<file path="config.mk">
export PLATFORM = sky130hd
export DESIGN_NAME = pen_trig_limiter
export DESIGN_NICKNAME = d
export VERILOG_FILES = /design/src/rtl/pen_trig_pkg.sv /design/src/rtl/pen_us_tick.sv /design/src/rtl/pen_span_timer.sv /design/src/rtl/pen_trig_limiter.sv
export SDC_FILE = /design/constraint.sdc
export NUM_CORES = 1
export LEC_CHECK = 0
export CAP_MARGIN = 40
export CORE_MARGIN = 5
export CORE_UTILIZATION = 61
export DETAILED_ROUTE_END_ITERATION = 7
export PLACE_DENSITY = 0.82
export SLEW_MARGIN = 20
export SYNTH_ARGS = -nofsm -noshare
export SYNTH_HDL_FRONTEND = slang
export SYNTH_SLANG_ARGS = --single-unit
</file>
<file path="constraint.sdc">
create_clock -name clk -period 2.9 [get_ports clk]
set_clock_uncertainty 0.15 [all_clocks]
set_input_delay 0.58 -clock clk [delete_from_list [all_inputs] [get_ports clk]]
set_output_delay 0.58 -clock clk [all_outputs]
set_load 0.05 [all_outputs]
</file>
<file path="src/rtl/pen_trig_pkg.sv">
package pen_trig_pkg;

    typedef enum logic [1:0] {
        ST_OFF,
        ST_IDLE,
        ST_BUSY,
        ST_HOLD
    } lim_state_e;

endpackage

</file>
<file path="src/rtl/pen_us_tick.sv">
module pen_us_tick #(
    parameter int DIV = 125
) (
    input  logic clk,
    input  logic rst_n,
    output logic tick
);
    localparam int CW = (DIV > 1) ? $clog2(DIV) : 1;

    logic tick_q;

    generate
        if (DIV > 1) begin : g_div
            localparam logic [CW-1:0] LAST = CW'(DIV - 1);
            logic [CW-1:0] cnt_d, cnt_q;
            logic          tick_d;

            always_comb begin
                tick_d = (cnt_q == LAST);
                cnt_d  = tick_d ? '0 : cnt_q + 1'b1;
            end

            always_ff @(posedge clk or negedge rst_n) begin
                if (!rst_n) begin
                    cnt_q  <= '0;
                    tick_q <= 1'b0;
                end else begin
                    cnt_q  <= cnt_d;
                    tick_q <= tick_d;
                end
            end

            AST_TICK_GAP: assert property (@(posedge clk) disable iff (!rst_n)
                tick_q |=> !tick_q);
        end else begin : g_pass
            always_ff @(posedge clk or negedge rst_n) begin
                if (!rst_n) tick_q <= 1'b0;
                else        tick_q <= 1'b1;
            end
        end
    endgenerate

    assign tick = tick_q;

endmodule

</file>
<file path="src/rtl/pen_span_timer.sv">
module pen_span_timer #(
    parameter int CNT_W = 16,
    parameter int UNIT  = 1
) (
    input  logic             clk,
    input  logic             rst_n,
    input  logic             tick,
    input  logic             load,
    input  logic             cancel,
    input  logic [CNT_W-1:0] load_val,
    output logic             busy,
    output logic             expire
);
    localparam int SUB_W = (UNIT > 1) ? $clog2(UNIT) : 1;
    localparam logic [SUB_W-1:0] SUB_LAST = SUB_W'(UNIT - 1);

    logic             busy_d, busy_q;
    logic             exp_d, exp_q;
    logic [CNT_W-1:0] cnt_d, cnt_q;
    logic [SUB_W-1:0] sub_d, sub_q;

    always_comb begin
        busy_d = busy_q;
        cnt_d  = cnt_q;
        sub_d  = sub_q;
        exp_d  = 1'b0;
        if (cancel) begin
            busy_d = 1'b0;
        end else if (load) begin
            busy_d = 1'b1;
            cnt_d  = load_val;
            sub_d  = '0;
        end else if (busy_q && tick) begin
            if (sub_q == SUB_LAST) begin
                sub_d = '0;
                if (cnt_q <= CNT_W'(1)) begin
                    busy_d = 1'b0;
                    exp_d  = 1'b1;
                end else begin
                    cnt_d = cnt_q - 1'b1;
                end
            end else begin
                sub_d = sub_q + 1'b1;
            end
        end
    end

    always_ff @(posedge clk or negedge rst_n) begin
        if (!rst_n) begin
            busy_q <= 1'b0;
            exp_q  <= 1'b0;
            cnt_q  <= '0;
            sub_q  <= '0;
        end else begin
            busy_q <= busy_d;
            exp_q  <= exp_d;
            cnt_q  <= cnt_d;
            sub_q  <= sub_d;
        end
    end

    assign busy   = busy_q;
    assign expire = exp_q;

    AST_EXPIRE_PULSE: assert property (@(posedge clk) disable iff (!rst_n)
        exp_q |=> !exp_q);

endmodule

</file>
<file path="src/rtl/pen_trig_limiter.sv">
module pen_trig_limiter
    import pen_trig_pkg::*;
#(
    parameter int CLK_PER_US = 125,
    parameter int IVL_W      = 16,
    parameter int EXTRA_W    = 2
) (
    input  logic             clk,
    input  logic             rst_n,
    input  logic             enable,
    input  logic             pen_irq,
    input  logic             scan_done,
    input  logic [IVL_W-1:0] interval_us,
    input  logic [IVL_W-1:0] scan_time_us,
    output logic             trig
);
    localparam int US_PER_MS = 1000;
    localparam logic [EXTRA_W-1:0] EXTRA_MAX = {EXTRA_W{1'b1}};

    typedef struct packed {
        lim_state_e         state;
        logic [EXTRA_W-1:0] extra;
        logic               trig;
    } lim_regs_t;

    lim_regs_t r_d, r_q;

    logic             us_tick;
    logic             hold_load, hold_cancel, hold_busy, hold_exp;
    logic             trail_load, trail_cancel, trail_busy, trail_exp;
    logic [IVL_W-1:0] hold_gap;
    logic [IVL_W:0]   ivl_round;
    logic [IVL_W-1:0] trail_ms;

    pen_us_tick #(.DIV(CLK_PER_US)) u_tick (
        .clk   (clk),
        .rst_n (rst_n),
        .tick  (us_tick)
    );

    pen_span_timer #(.CNT_W(IVL_W), .UNIT(1)) u_hold (
        .clk      (clk),
        .rst_n    (rst_n),
        .tick     (us_tick),
        .load     (hold_load),
        .cancel   (hold_cancel),
        .load_val (hold_gap),
        .busy     (hold_busy),
        .expire   (hold_exp)
    );

    pen_span_timer #(.CNT_W(IVL_W), .UNIT(US_PER_MS)) u_trail (
        .clk      (clk),
        .rst_n    (rst_n),
        .tick     (us_tick),
        .load     (trail_load),
        .cancel   (trail_cancel),
        .load_val (trail_ms),
        .busy     (trail_busy),
        .expire   (trail_exp)
    );

    always_comb begin
        hold_gap  = (interval_us > scan_time_us) ? interval_us - scan_time_us : '0;
        ivl_round = {1'b0, interval_us} + (IVL_W+1)'(US_PER_MS - 1);
        trail_ms  = IVL_W'(ivl_round / (IVL_W+1)'(US_PER_MS));
    end

    always_comb begin
        r_d          = r_q;
        r_d.trig     = 1'b0;
        hold_load    = 1'b0;
        hold_cancel  = 1'b0;
        trail_load   = 1'b0;
        trail_cancel = 1'b0;
        if (!enable) begin
            r_d.state    = ST_OFF;
            hold_cancel  = 1'b1;
            trail_cancel = 1'b1;
        end else begin
            unique case (r_q.state)
                ST_OFF: r_d.state = ST_IDLE;
                ST_IDLE: begin
                    if (pen_irq) begin
                        r_d.trig     = 1'b1;
                        r_d.extra    = '0;
                        r_d.state    = ST_BUSY;
                        trail_cancel = 1'b1;
                    end else if (trail_exp) begin
                        r_d.trig  = 1'b1;
                        r_d.state = ST_BUSY;
                        if (r_q.extra != EXTRA_MAX) r_d.extra = r_q.extra + 1'b1;
                    end
                end
                ST_BUSY: begin
                    if (scan_done) begin
                        if (hold_gap != '0) begin
                            hold_load = 1'b1;
                            r_d.state = ST_HOLD;
                        end else begin
                            r_d.state  = ST_IDLE;
                            trail_load = (r_q.extra == '0);
                        end
                    end
                end
                ST_HOLD: begin
                    if (hold_exp) begin
                        r_d.state  = ST_IDLE;
                        trail_load = (r_q.extra == '0);
                    end
                end
                default: r_d.state = ST_OFF;
            endcase
        end
    end

    always_ff @(posedge clk or negedge rst_n) begin
        if (!rst_n) begin
            r_q <= '{state: ST_OFF, extra: '0, trig: 1'b0};
        end else begin
            r_q <= r_d;
        end
    end

    assign trig = r_q.trig;

    AST_TRIG_ONE_CYCLE: assert property (@(posedge clk) disable iff (!rst_n)
        r_q.trig |=> !r_q.trig);
    AST_TRIG_MASKS: assert property (@(posedge clk) disable iff (!rst_n)
        r_q.trig |-> r_q.state == ST_BUSY);
    AST_OFF_SILENT: assert property (@(posedge clk) disable iff (!rst_n)
        !enable |=> !r_q.trig);
    AST_HOLD_IN_HOLD: assert property (@(posedge clk) disable iff (!rst_n)
        hold_busy |-> r_q.state == ST_HOLD);
    AST_ARM_ONLY_CLEAR: assert property (@(posedge clk) disable iff (!rst_n)
        $rose(trail_busy) |-> r_q.extra == '0);
    AST_IRQ_CANCELS: assert property (@(posedge clk) disable iff (!rst_n)
        (enable && pen_irq && r_q.state == ST_IDLE) |=> (!trail_busy && r_q.extra == '0));

endmodule

</file>
==> reports/metrics.csv, run 1 <==
metric,value,unit
synth.avg_cell_area,7.83,sq um
synth_nets,855,
die_h,111,microns
core.rowCount,36,
die_w,111,microns
lastStage,clock tree synthesis (4_1_cts),
synthFlopType,dfrtp_1,
synth_cell_type_count,97,
cts_setup_buffers,47,
ctsResizeCount,186,
cts_sinks,59,
synthTopCellsByCount,"nand2_1 (85), nor2_1 (68), dfrtp_1 (59)",
post-dp-hpwl,16400,microns
ys_ff_latch,59,
yosysTopAreaCell,dfrtp_1,
htreeDepth,3,
syn-cell-area,6160,sq um
synth_area_leaders,"dfrtp_1 (24%), ha_1 (6.1%), xnor2_1 (5.4%)",
synthArstFlopShare,100,%
ys_warn_count,0,
globalplace.congestion,0.964,
cts_made_buffers,9,
cts_root_buf,clkbuf_8,
clk_path_buf_depth,2,
hold_buffers,0,
status,stopped before the end,
ios,38,
port_buffers,37,
synth_edf_count,0,
seq_area_frac_synth,24.0,%
synth_top_area_share,24.0,%
start_util,62.8,%
yosysMostFrequentCell,nand2_1,
stop_error,[ERROR DPL-0033] detailed placement checks failed during check placement.,
synth_cells,787,
## through the flow
step	cell area (sq um)	worst slack, ns	util [%]	TNS (ns)	std cells
detailed placement	8450	-3.12	86.1	-101.12	1145
global placement	8450	-2.93	86.1	-93.14	1145
floorplan	6500	-2.50	-	-44.84	787
## cell families after synthesis
kind of cell               synth area share (%)
and+or+nand+nor                            25.5
AOI/OAI and AO/OA                          27.7
buffers and inverters                      4.69
xor gates and xnor gates                   8.79
DFF                                        24.0
adders and majority gates                  6.58
muxes                                      2.76
==> inputs of run 2 (changes only) <==
CORE_UTILIZATION = 40   (was 61)
PLACE_DENSITY = not set   (was 0.82)
PLACE_DENSITY_LB_ADDON = 0.15   (was not set)
==> run 2 against run 1 <==
Against the previous run: the flow now finishes, with violations (negative setup slack); synthesized cell count is the same; synthesized area is the same.
==> reports/metrics.csv, run 2 <==
metric,value,unit,change
status,"finished, violations left",,
violations,negative setup slack,,
ant_nets,0,,
path_buf_inv,3,,
synth.avg_cell_area,7.83,sq um,unchanged
top_regs,"u_hold.cnt_q (16), u_trail.cnt_q (16), u_trail.sub_q (10)",,
yosysMostFrequentCell,nand2_1,,
cts_made_buffers,9,,unchanged
finalPower,4.34,mW,
synth_cells,787,,unchanged
seq_area_frac_synth,24.0,%,unchanged
clkTransAtPathRegs,0.06,ns,
p_per_area,409,nW/um^2,
cp_slowest_cell,or4_4,,
finalSetupViolCount,47,,
clk_path_buf_depth,2,,unchanged
drive_gt1_share,46.8,%,
drv_slew,0,,
critical-path-top-delay-family,compound AO/OA/AOI/OAI gates,,
startpoint_type,input pin,,
yosysTopAreaCell,dfrtp_1,,
grt_pass1_wl,34600,microns,
start_util,40.7,%,-22 points
mostFrequentLayoutCells,"buf_4 (231), nand2_1 (71), nor2_1 (65)",,
drc,0,,
cap_violations,0,,
synthTopCellsByCount,"nand2_1 (85), nor2_1 (68), dfrtp_1 (59)",,
grt_use_total,23.0,%,
grt_overflow_total,0,,
area_delta_synth_final,72.3,%,
core,15100,sq um,
grt_max_degree,60,,
arrival,5.32,ns,
final_util,70.1,%,
place_area,8660,sq um,+2.5%
port_buffers,37,,unchanged
relSlewSlack,64.8,%,
synthFlopType,dfrtp_1,,
synth_top_area_share,24.0,%,unchanged
cts_sinks,59,,unchanged
synth_cell_type_count,97,,unchanged
synth_nets,855,,unchanged
period_needed,5.23,ns,
holdCritPathClass,in -> async,,
cp.required,2.99,ns,
path_cells,buf_6 > or4_4 > a2111o_1 > o211ai_4 > and3_4 > o21a_2 > buf_4 > o2111ai_2 > and3_4 > o41a_1 > a31o_4 > a31oi_4 > mux2i_4 > buf_6 > a2111oi_4 > nor4_4 > nor3_4 > a2111o_1 > o211a_1 > o31ai_2,,
fin_ws,-2.33,ns,
antenna_found_initial,0,,
syn-cell-area,6160,sq um,unchanged
slowest_delay,0.61,ns,
grt_pass1_vias,7256,,
post-dp-hpwl,15300,microns,-6.6%
ys_warn_count,0,,unchanged
viasPerCell,5.69,,
synth_edf_count,0,,unchanged
stdcell_count,1284,,
die_w,134,microns,+21%
crit_cells,20,,
stdcell_area,10600,sq um,
rr_worst_depth,14,,
htreeDepth,3,,unchanged
synth_area_leaders,"dfrtp_1 (24%), ha_1 (6.1%), xnor2_1 (5.4%)",,
timing.final.crit_share,180,%,
die-area,18000,sq um,
cts_root_buf,clkbuf_16,,
clkLatencyLatePin,0.33,ns,
worst_slew_pin_slew,0.529,ns,
antenna_cells,0,,
globalplace.congestion,0.934,,-3.1%
max_freq,191,MHz,
final_common_cell,buf_4,,
fin_nets,1159,,
ys_ff_latch,59,,unchanged
leakagePower,4.61,nW,
drtPass1Iterations,5,,
ios,38,,unchanged
path_max_fanout,7,,
whs,0.103,ns,
worstSetupPathType,in -> reg,,
core.rowCount,45,,+25%
rsz0062_at_grt,yes,,
die_h,134,microns,+21%
finalWirelength,21900,microns,
cts_tree,done,,
ir_drop,0.000304,V,
wl_per_cell,17.1,microns,
place_inst,1216,,+6.2%
drtIter0Drc,537,,
via_count,7304,,
endpoint_kind,flip-flop,,
final-hold-violation-count,0,,
synthArstFlopShare,100,%,unchanged
## run 2: cell counts after synthesis
No cell type changed its count.
## run 2: routing by layer
| layer | part of all wire [%] | track usage [%] | routed length (microns) |
|---|---|---|---|
| met2 | 51 | 40.4 | 11100 |
| met4 | 2.5 | 5.88 | 540 |
| met1 | 44 | 30.0 | 9690 |
| met3 | 2.8 | 2.89 | 617 |
| met5 | 0 | 0 | 0 |
## run 2: cells by family after synthesis
logic type	synth area share, %
buf+inv	4.69
mux	2.76
fa+ha+maj	6.58
simple gates	25.5
xor+xnor	8.79
flops	24.0
compound gates	27.7
## run 2: path summary, 6_finish.rpt
check / from / end / slack, ns
max: interval_us[8] / u_trail.cnt_q[0]$_DFFE_PN0P_ / -2.33
min: rst_n / r_q[1]$_DFFE_PN0P_ / 0.10
max reg2reg: u_hold.cnt_q[9]$_DFFE_PN0P_ / u_hold.cnt_q[8]$_DFFE_PN0P_ / -0.31
min reg2reg: u_tick.g_div.cnt_q[0]$_DFF_PN0_ / u_tick.g_div.cnt_q[0]$_DFF_PN0_ / 0.34
max in group asynchronous: rst_n / u_hold.cnt_q[8]$_DFFE_PN0P_ / 2.24
min in group clk: u_tick.g_div.cnt_q[0]$_DFF_PN0_ / u_tick.g_div.cnt_q[0]$_DFF_PN0_ / 0.34
## run 2: per-stage QoR
| step | setup WS [ns] | TNS, ns |
|---|---|---|
| 5_1_grt | -2.51 | -68.14 |
| 6_report | -2.33 | -60.99 |
| 4_1_cts | -2.25 | -66.05 |
| 2_1_floorplan | -2.50 | -44.84 |
| 3_5_place_dp | -3.13 | -104.83 |
| 3_3_place_gp | -3.01 | -100.30 |
## run 2: power breakdown
group | leakage (nW) | internal, mW | total [mW] | switching (mW)
registers | 0.781 | 0.861 | 0.899 | 0.0382
logic | 3.67 | 1.11 | 2.23 | 1.13
clock network | 0.164 | 0.786 | 1.21 | 0.424
total | 4.61 | 2.75 | 4.34 | 1.59
## run 2: area by class of cell
cell class / count / area, sq um
clock inverters: 6 / 95.1
repair buffers: 313 / 2700
inverters: 49 / 196
multi-input cells: 659 / 5680
flip-flops and latches: 59 / 1480
fillers: 1117 / 4530
clock buffers: 10 / 239
well taps: 188 / 235
## run 2: timing repair
action,CTS,global route
hold buffers,0,0
resized for setup,169,124
endpoints found under the setup margin,47,47
gates cloned,3,4
pin swaps,76,64
buffers inserted,28,30
Power figures use the tool's default switching activity.
